[src/rtl/apc_pkg.sv]
package apc_pkg;
  localparam int unsigned WORD_W = 16;
  localparam int unsigned LANES  = WORD_W / 8;
  localparam int unsigned BIT_CLR_RX = 8;
  localparam int unsigned BIT_CLR_TX = 9;
  localparam logic [WORD_W-1:0] CMD_MASK =
    (WORD_W'(1) << BIT_CLR_RX) | (WORD_W'(1) << BIT_CLR_TX);

  typedef struct packed {
    logic [2:0] aux;
    logic       sync_inv;
    logic [1:0] sync_len;
    logic       clr_tx;
    logic       clr_rx;
    logic       ext_bclk;
    logic       long_sync;
    logic       ext_sync;
    logic [1:0] slots;
    logic       loop_en;
    logic       wide;
    logic       async_mode;
  } apc_word_t;
endpackage

[src/rtl/apc_lane_regs.sv]
module apc_lane_regs #(
  parameter int unsigned DATA_W = 16,
  parameter logic [DATA_W-1:0] SELF_CLR = '0
) (
  input  logic                clk,
  input  logic                rst_n,
  input  logic                wr,
  input  logic [DATA_W/8-1:0] be,
  input  logic [DATA_W-1:0]   wdata,
  output logic [DATA_W-1:0]   q
);
  localparam int unsigned NLANE = DATA_W / 8;

  logic [NLANE-1:0] lane_hit;
  assign lane_hit = wr ? be : '0;

  for (genvar b = 0; b < DATA_W; b++) begin : g_bit
    localparam int unsigned LN = b / 8;
    if (SELF_CLR[b]) begin : g_cmd
      // command bit: holds a 1 only for the cycle after the write
      always_ff @(posedge clk or negedge rst_n) begin
        if (!rst_n) q[b] <= 1'b0;
        else        q[b] <= lane_hit[LN] & wdata[b];
      end
    end else begin : g_cfg
      always_ff @(posedge clk or negedge rst_n) begin
        if (!rst_n)            q[b] <= 1'b0;
        else if (lane_hit[LN]) q[b] <= wdata[b];
      end
    end
  end
endmodule

[src/rtl/apc_read_port.sv]
module apc_read_port #(
  parameter int unsigned DATA_W = 16
) (
  input  logic              rd,
  input  logic [DATA_W-1:0] word,
  output logic [DATA_W-1:0] rdata
);
  always_comb rdata = rd ? word : '0;
endmodule

[src/rtl/apc_loop_mux.sv]
module apc_loop_mux (
  input  logic loop_en,
  input  logic tx_in,
  input  logic rx_pin,
  output logic tx_pin,
  output logic rx_out
);
  assign tx_pin = tx_in;
  always_comb rx_out = loop_en ? tx_in : rx_pin;
endmodule

[src/rtl/audio_port_ctrl.sv]
module audio_port_ctrl
  import apc_pkg::*;
(
  input  logic        clk,
  input  logic        rst_n,
  input  logic        bus_wr,
  input  logic        bus_rd,
  input  logic [1:0]  bus_be,
  input  logic [15:0] bus_wdata,
  output logic [15:0] bus_rdata,
  output logic        cfg_async,
  output logic        cfg_wide,
  output logic        cfg_loop,
  output logic [1:0]  cfg_slots,
  output logic        cfg_ext_sync,
  output logic        cfg_long_sync,
  output logic        cfg_ext_bclk,
  output logic [1:0]  cfg_sync_len,
  output logic        cfg_sync_inv,
  output logic [2:0]  cfg_aux,
  output logic        rx_fifo_clr,
  output logic        tx_fifo_clr,
  input  logic        ser_tx_in,
  input  logic        ser_rx_pin,
  output logic        ser_tx_pin,
  output logic        ser_rx_out
);
  logic [WORD_W-1:0] word_q;
  apc_word_t         f;

  apc_lane_regs #(.DATA_W(WORD_W), .SELF_CLR(CMD_MASK)) u_regs (
    .clk(clk), .rst_n(rst_n), .wr(bus_wr), .be(bus_be),
    .wdata(bus_wdata), .q(word_q)
  );

  apc_read_port #(.DATA_W(WORD_W)) u_rd (
    .rd(bus_rd), .word(word_q), .rdata(bus_rdata)
  );

  assign f = apc_word_t'(word_q);

  assign cfg_async     = f.async_mode;
  assign cfg_wide      = f.wide;
  assign cfg_loop      = f.loop_en;
  assign cfg_slots     = f.slots;
  assign cfg_ext_sync  = f.ext_sync;
  assign cfg_long_sync = f.long_sync;
  assign cfg_ext_bclk  = f.ext_bclk;
  assign cfg_sync_len  = f.sync_len;
  assign cfg_sync_inv  = f.sync_inv;
  assign cfg_aux       = f.aux;
  assign rx_fifo_clr   = f.clr_rx;
  assign tx_fifo_clr   = f.clr_tx;

  apc_loop_mux u_loop (
    .loop_en(f.loop_en), .tx_in(ser_tx_in), .rx_pin(ser_rx_pin),
    .tx_pin(ser_tx_pin), .rx_out(ser_rx_out)
  );
endmodule

[config.mk]
export PLATFORM = sky130hd
export DESIGN_NAME = audio_port_ctrl
export DESIGN_NICKNAME = d
export VERILOG_FILES = /design/src/rtl/apc_pkg.sv /design/src/rtl/apc_lane_regs.sv /design/src/rtl/apc_read_port.sv /design/src/rtl/apc_loop_mux.sv /design/src/rtl/audio_port_ctrl.sv
export SDC_FILE = /design/constraint.sdc
export NUM_CORES = 1
export LEC_CHECK = 0
export ABC_AREA = 1
export ABC_CLOCK_PERIOD_IN_PS = 800
export BUFFER_PORTS_ARGS = -buffer_cell sky130_fd_sc_hd__buf_2
export CAP_MARGIN = 30
export CORE_MARGIN = 10
export CORE_UTILIZATION = 36
export CTS_CLUSTER_DIAMETER = 30
export DETAILED_ROUTE_END_ITERATION = 12
export PLACE_DENSITY = 0.77
export SLEW_MARGIN = 0
export SYNTH_ARGS = -nofsm -noshare
export SYNTH_HDL_FRONTEND = slang
export SYNTH_HIERARCHICAL = 1
export SYNTH_SLANG_ARGS = --single-unit
export TNS_END_PERCENT = 5
[constraint.sdc]
create_clock -name clk -period 0.8 [get_ports clk]
set_input_delay 0.12 -clock clk [delete_from_list [all_inputs] [get_ports clk]]
set_output_delay 0.12 -clock clk [all_outputs]
set_load 0.005 [all_outputs]
==> out/qor.csv <==
metric,value,unit
global-route wire length before repair,3840,um
slew of the pin with the lowest slew margin,349,ps
height of the chip,67.6,um
portion of the clock cycle consumed by the worst path in the final layout,135,%
unrepaired setup endpoints after global routing,yes,
total placed cells including tap cells,187,
largest net degree at the start of global routing,17,
Rows,17,
count of mapped cells out of synthesis,106,
Avg Synthesized Cell Area,7.70,um^2
CTS clock-pin slew for the worst setup and hold paths,80,ps
detailed-router iteration count before antenna repair,4,
Routed met3 length,296,um
total overflow reported by the global router,0,
met2 wire len,1350,um
Biggest register,u_regs/q,
YS warnings,6,
initial antenna violation count,0,
Total Nets Final,190,
syn_nets,130,
post-detail-place hpwl,2010,um
TritonCTS clock tree,yes,
final clock skew,0,ps
Detail Route Antenna Nets,0,
crit path time final,1080,ps
max-cap viol count,0,
relative contribution of sequential cells to total power,49.1,%
count of H-tree levels built during CTS,1,
Initial Utilization,37.2,%
Core Box Area,2190,um^2
leading cell type by number of instances after synthesis,sky130_fd_sc_hd__nand2_1,
die width,67.6,um
maximum buffer depth of the clock tree,2,
Max Clock Freq,928,MHz
relative slew slack,76.7,%
floorplan die area,4570,um^2
minimum setup slack in the final design,-278,ps
power spent charging and discharging nets,0.000564,W
element type at the critical path end,primary output,
post-synth cell types,9,
ratio of cells with drive above 1 in the final layout,45.5,%
proportion of register bits with asynchronous set or reset after synthesis,100,%
via count,816,
latest clock arrival within the worst-skew pair,280,ps
area growth from synthesis to final layout,44.3,%
non-filler instance count after layout,193,
worst endpoint data arrival time,960,ps
WP data required,680,ps
CP max FO,5,
total routed wire length on the met1 layer,757,um
drc violations,0,
number of top-level pins,58,
worst hold margin,46.9,ps
count of final setup violators,33,
final core area utilization,53.7,%
total global routing track utilization,10.5,%
overall routed net length,2430,um
final weighted congestion in routability-driven placement,0.759,
Top Registers,u_regs/q (16),
internal cell power,0.00143,W
min-delay worst type,input pin to register,
critical path start-end classification,register to primary output,
element type at the critical path start,register,
switching part of the total power,28.2,%
vias per cell,4.23,
combinational cell fraction of total power,25.7,%
leakage power figure,0.809,nW
total power density per cell area,1700,nW/um^2
max-slew violations,0,
share of power burned in the clock network,25.2,%
Fin. Hold Viols,0,
dominant register cell in the synthesized netlist,sky130_fd_sc_hd__dfrtp_1,
clock buffer count from CTS,3,
flip-flop and latch count after synthesis,16,
peak supply drop,0.966,mV
Synth top cells by count,"sky130_fd_sc_hd__nand2_1 (42), sky130_fd_sc_hd__inv_1 (19), sky130_fd_sc_hd__dfrtp_1 (16), sky130_fd_sc_hd__nand3_1 (14), sky130_fd_sc_hd__nand2_2 (7)",
Port-buffer cells,57,
number of antenna cells inserted,0,
status,"complete, but fails checks",
flip-flop count of the largest register after layout,16,
highest metal layer with signal wires,met4,
number of enable flip-flop cells after synthesis,0,
detail-routed net length per standard cell,12.6,um
Clock Sink Count,16,
failing checks,setup timing,
area of the mapped netlist,816,um^2
proportion of netlist area held by the largest area contributor,49.1,%
"top cells by area, synth","sky130_fd_sc_hd__dfrtp_1 (49%), sky130_fd_sc_hd__nand2_1 (19%), sky130_fd_sc_hd__inv_1 (8.7%), sky130_fd_sc_hd__nand3_1 (8.6%), sky130_fd_sc_hd__nand2_2 (5.4%)",
CTS Root Cell,sky130_fd_sc_hd__clkbuf_4,
biggest area consumer among synthesized cells,sky130_fd_sc_hd__dfrtp_1,
sequential-to-total area share from yosys stat,49.1,%
via count of the first global-routing pass,872,
initial detailed-routing violation count,30,
[per-layer routing]
metal	up-vias	GRT usage, %
li1	426	-
met1	355	9.71
met2	33	20.8
met3	2	3.47
met4	0	3.85
met5	-	0
[stage by stage]
stage | cell area, um^2 | TNS [ps] | worst slack, ps | power [W]
after detailed placement | 1100 | -14.9 | -14.9 | 0.00148
after global placement | 1100 | 0 | 42.9 | 0.00146
after floorplan | 816 | 0 | 127 | 0.00121
final | 1180 | -5970 | -278 | 0.00200
after CTS | 1160 | -6390 | -286 | 0.00201
after global routing | 1180 | -8040 | -399 | 0.00217
[critical path, stage by stage (launching register included)]
cell and delay [ps]:
sky130_fd_sc_hd__dfrtp_1 420, sky130_fd_sc_hd__inv_1 70, sky130_fd_sc_hd__nand2_1 40, sky130_fd_sc_hd__nand2_1 40
sky130_fd_sc_hd__buf_2 100
[timing repair]
action,4_1_cts,5_1_grt
pin swaps,4,0
setup buffers,0,1
hold endpoints to repair,16,0
setup endpoints to repair,33,33
hold buffers,1,0
gates resized for setup,4,4
[cell type report]
class,count,area [um^2]
Clock buffer,4,36.3
Inverter,19,71.3
Timing Repair Buffer,61,355
Sequential cell,16,400
Tap cell,28,35.0
Multi-Input combinational cell,65,279
Fill cell,217,1010
[power groups by stage]
| stage | logic [W] | clock network [W] | registers, W |
|---|---|---|---|
| finish | 0.000514 | 0.000504 | 0.000981 |
| global route | 0.000588 | 0.000582 | 0.000999 |
| CTS | 0.000504 | 0.000522 | 0.000981 |
| detailed placement | 0.000487 | 0 | 0.000997 |
| global placement | 0.000472 | 0 | 0.000990 |
| floorplan | 0.000213 | 0 | 0.000997 |
[cells in the final DEF, fill, tap and decap left out]
master | netlist | layout
sky130_fd_sc_hd__clkbuf_4 | 0 | 3
sky130_fd_sc_hd__nor2_1 | 2 | 2
sky130_fd_sc_hd__inv_1 | 19 | 15
sky130_fd_sc_hd__buf_4 | 3 | 2
sky130_fd_sc_hd__buf_6 | 2 | 4
sky130_fd_sc_hd__nand3_1 | 14 | 14
sky130_fd_sc_hd__buf_12 | 1 | 1
sky130_fd_sc_hd__buf_2 | 0 | 53
sky130_fd_sc_hd__nand2_1 | 42 | 42
sky130_fd_sc_hd__dfrtp_1 | 16 | 16
sky130_fd_sc_hd__clkbuf_8 | 0 | 1
sky130_fd_sc_hd__nand2_2 | 7 | 7
sky130_fd_sc_hd__inv_2 | 0 | 4
sky130_fd_sc_hd__dlygate4sd3_1 | 0 | 1
[cells by family after synthesis]
| family | Yosys count | synth area share, % |
|---|---|---|
| AND/OR/NAND/NOR | 65 | 34.2 |
| flip-flops | 16 | 49.1 |
| buffers and inverters | 25 | 16.7 |
[path summary, 6_finish.rpt]
kind                                               from                 endpoint  slack (ps)  cells after the start
max in group asynchronous                         rst_n  u_regs/q[5]$_DFFE_PN0P_         270                      2
worst max-delay path            u_regs/q[2]$_DFFE_PN0P_               ser_rx_out        -280                      4
worst max register to register  u_regs/q[2]$_DFFE_PN0P_  u_regs/q[2]$_DFFE_PN0P_          40                      3
worst min-delay path                       bus_wdata[9]    u_regs/q[9]$_DFF_PN0_          50                      3
min in group asynchronous                         rst_n  u_regs/q[0]$_DFFE_PN0P_         270                      2
worst min register to register  u_regs/q[7]$_DFFE_PN0P_  u_regs/q[7]$_DFFE_PN0P_         500                      2
Power figures use the tool's default switching activity.
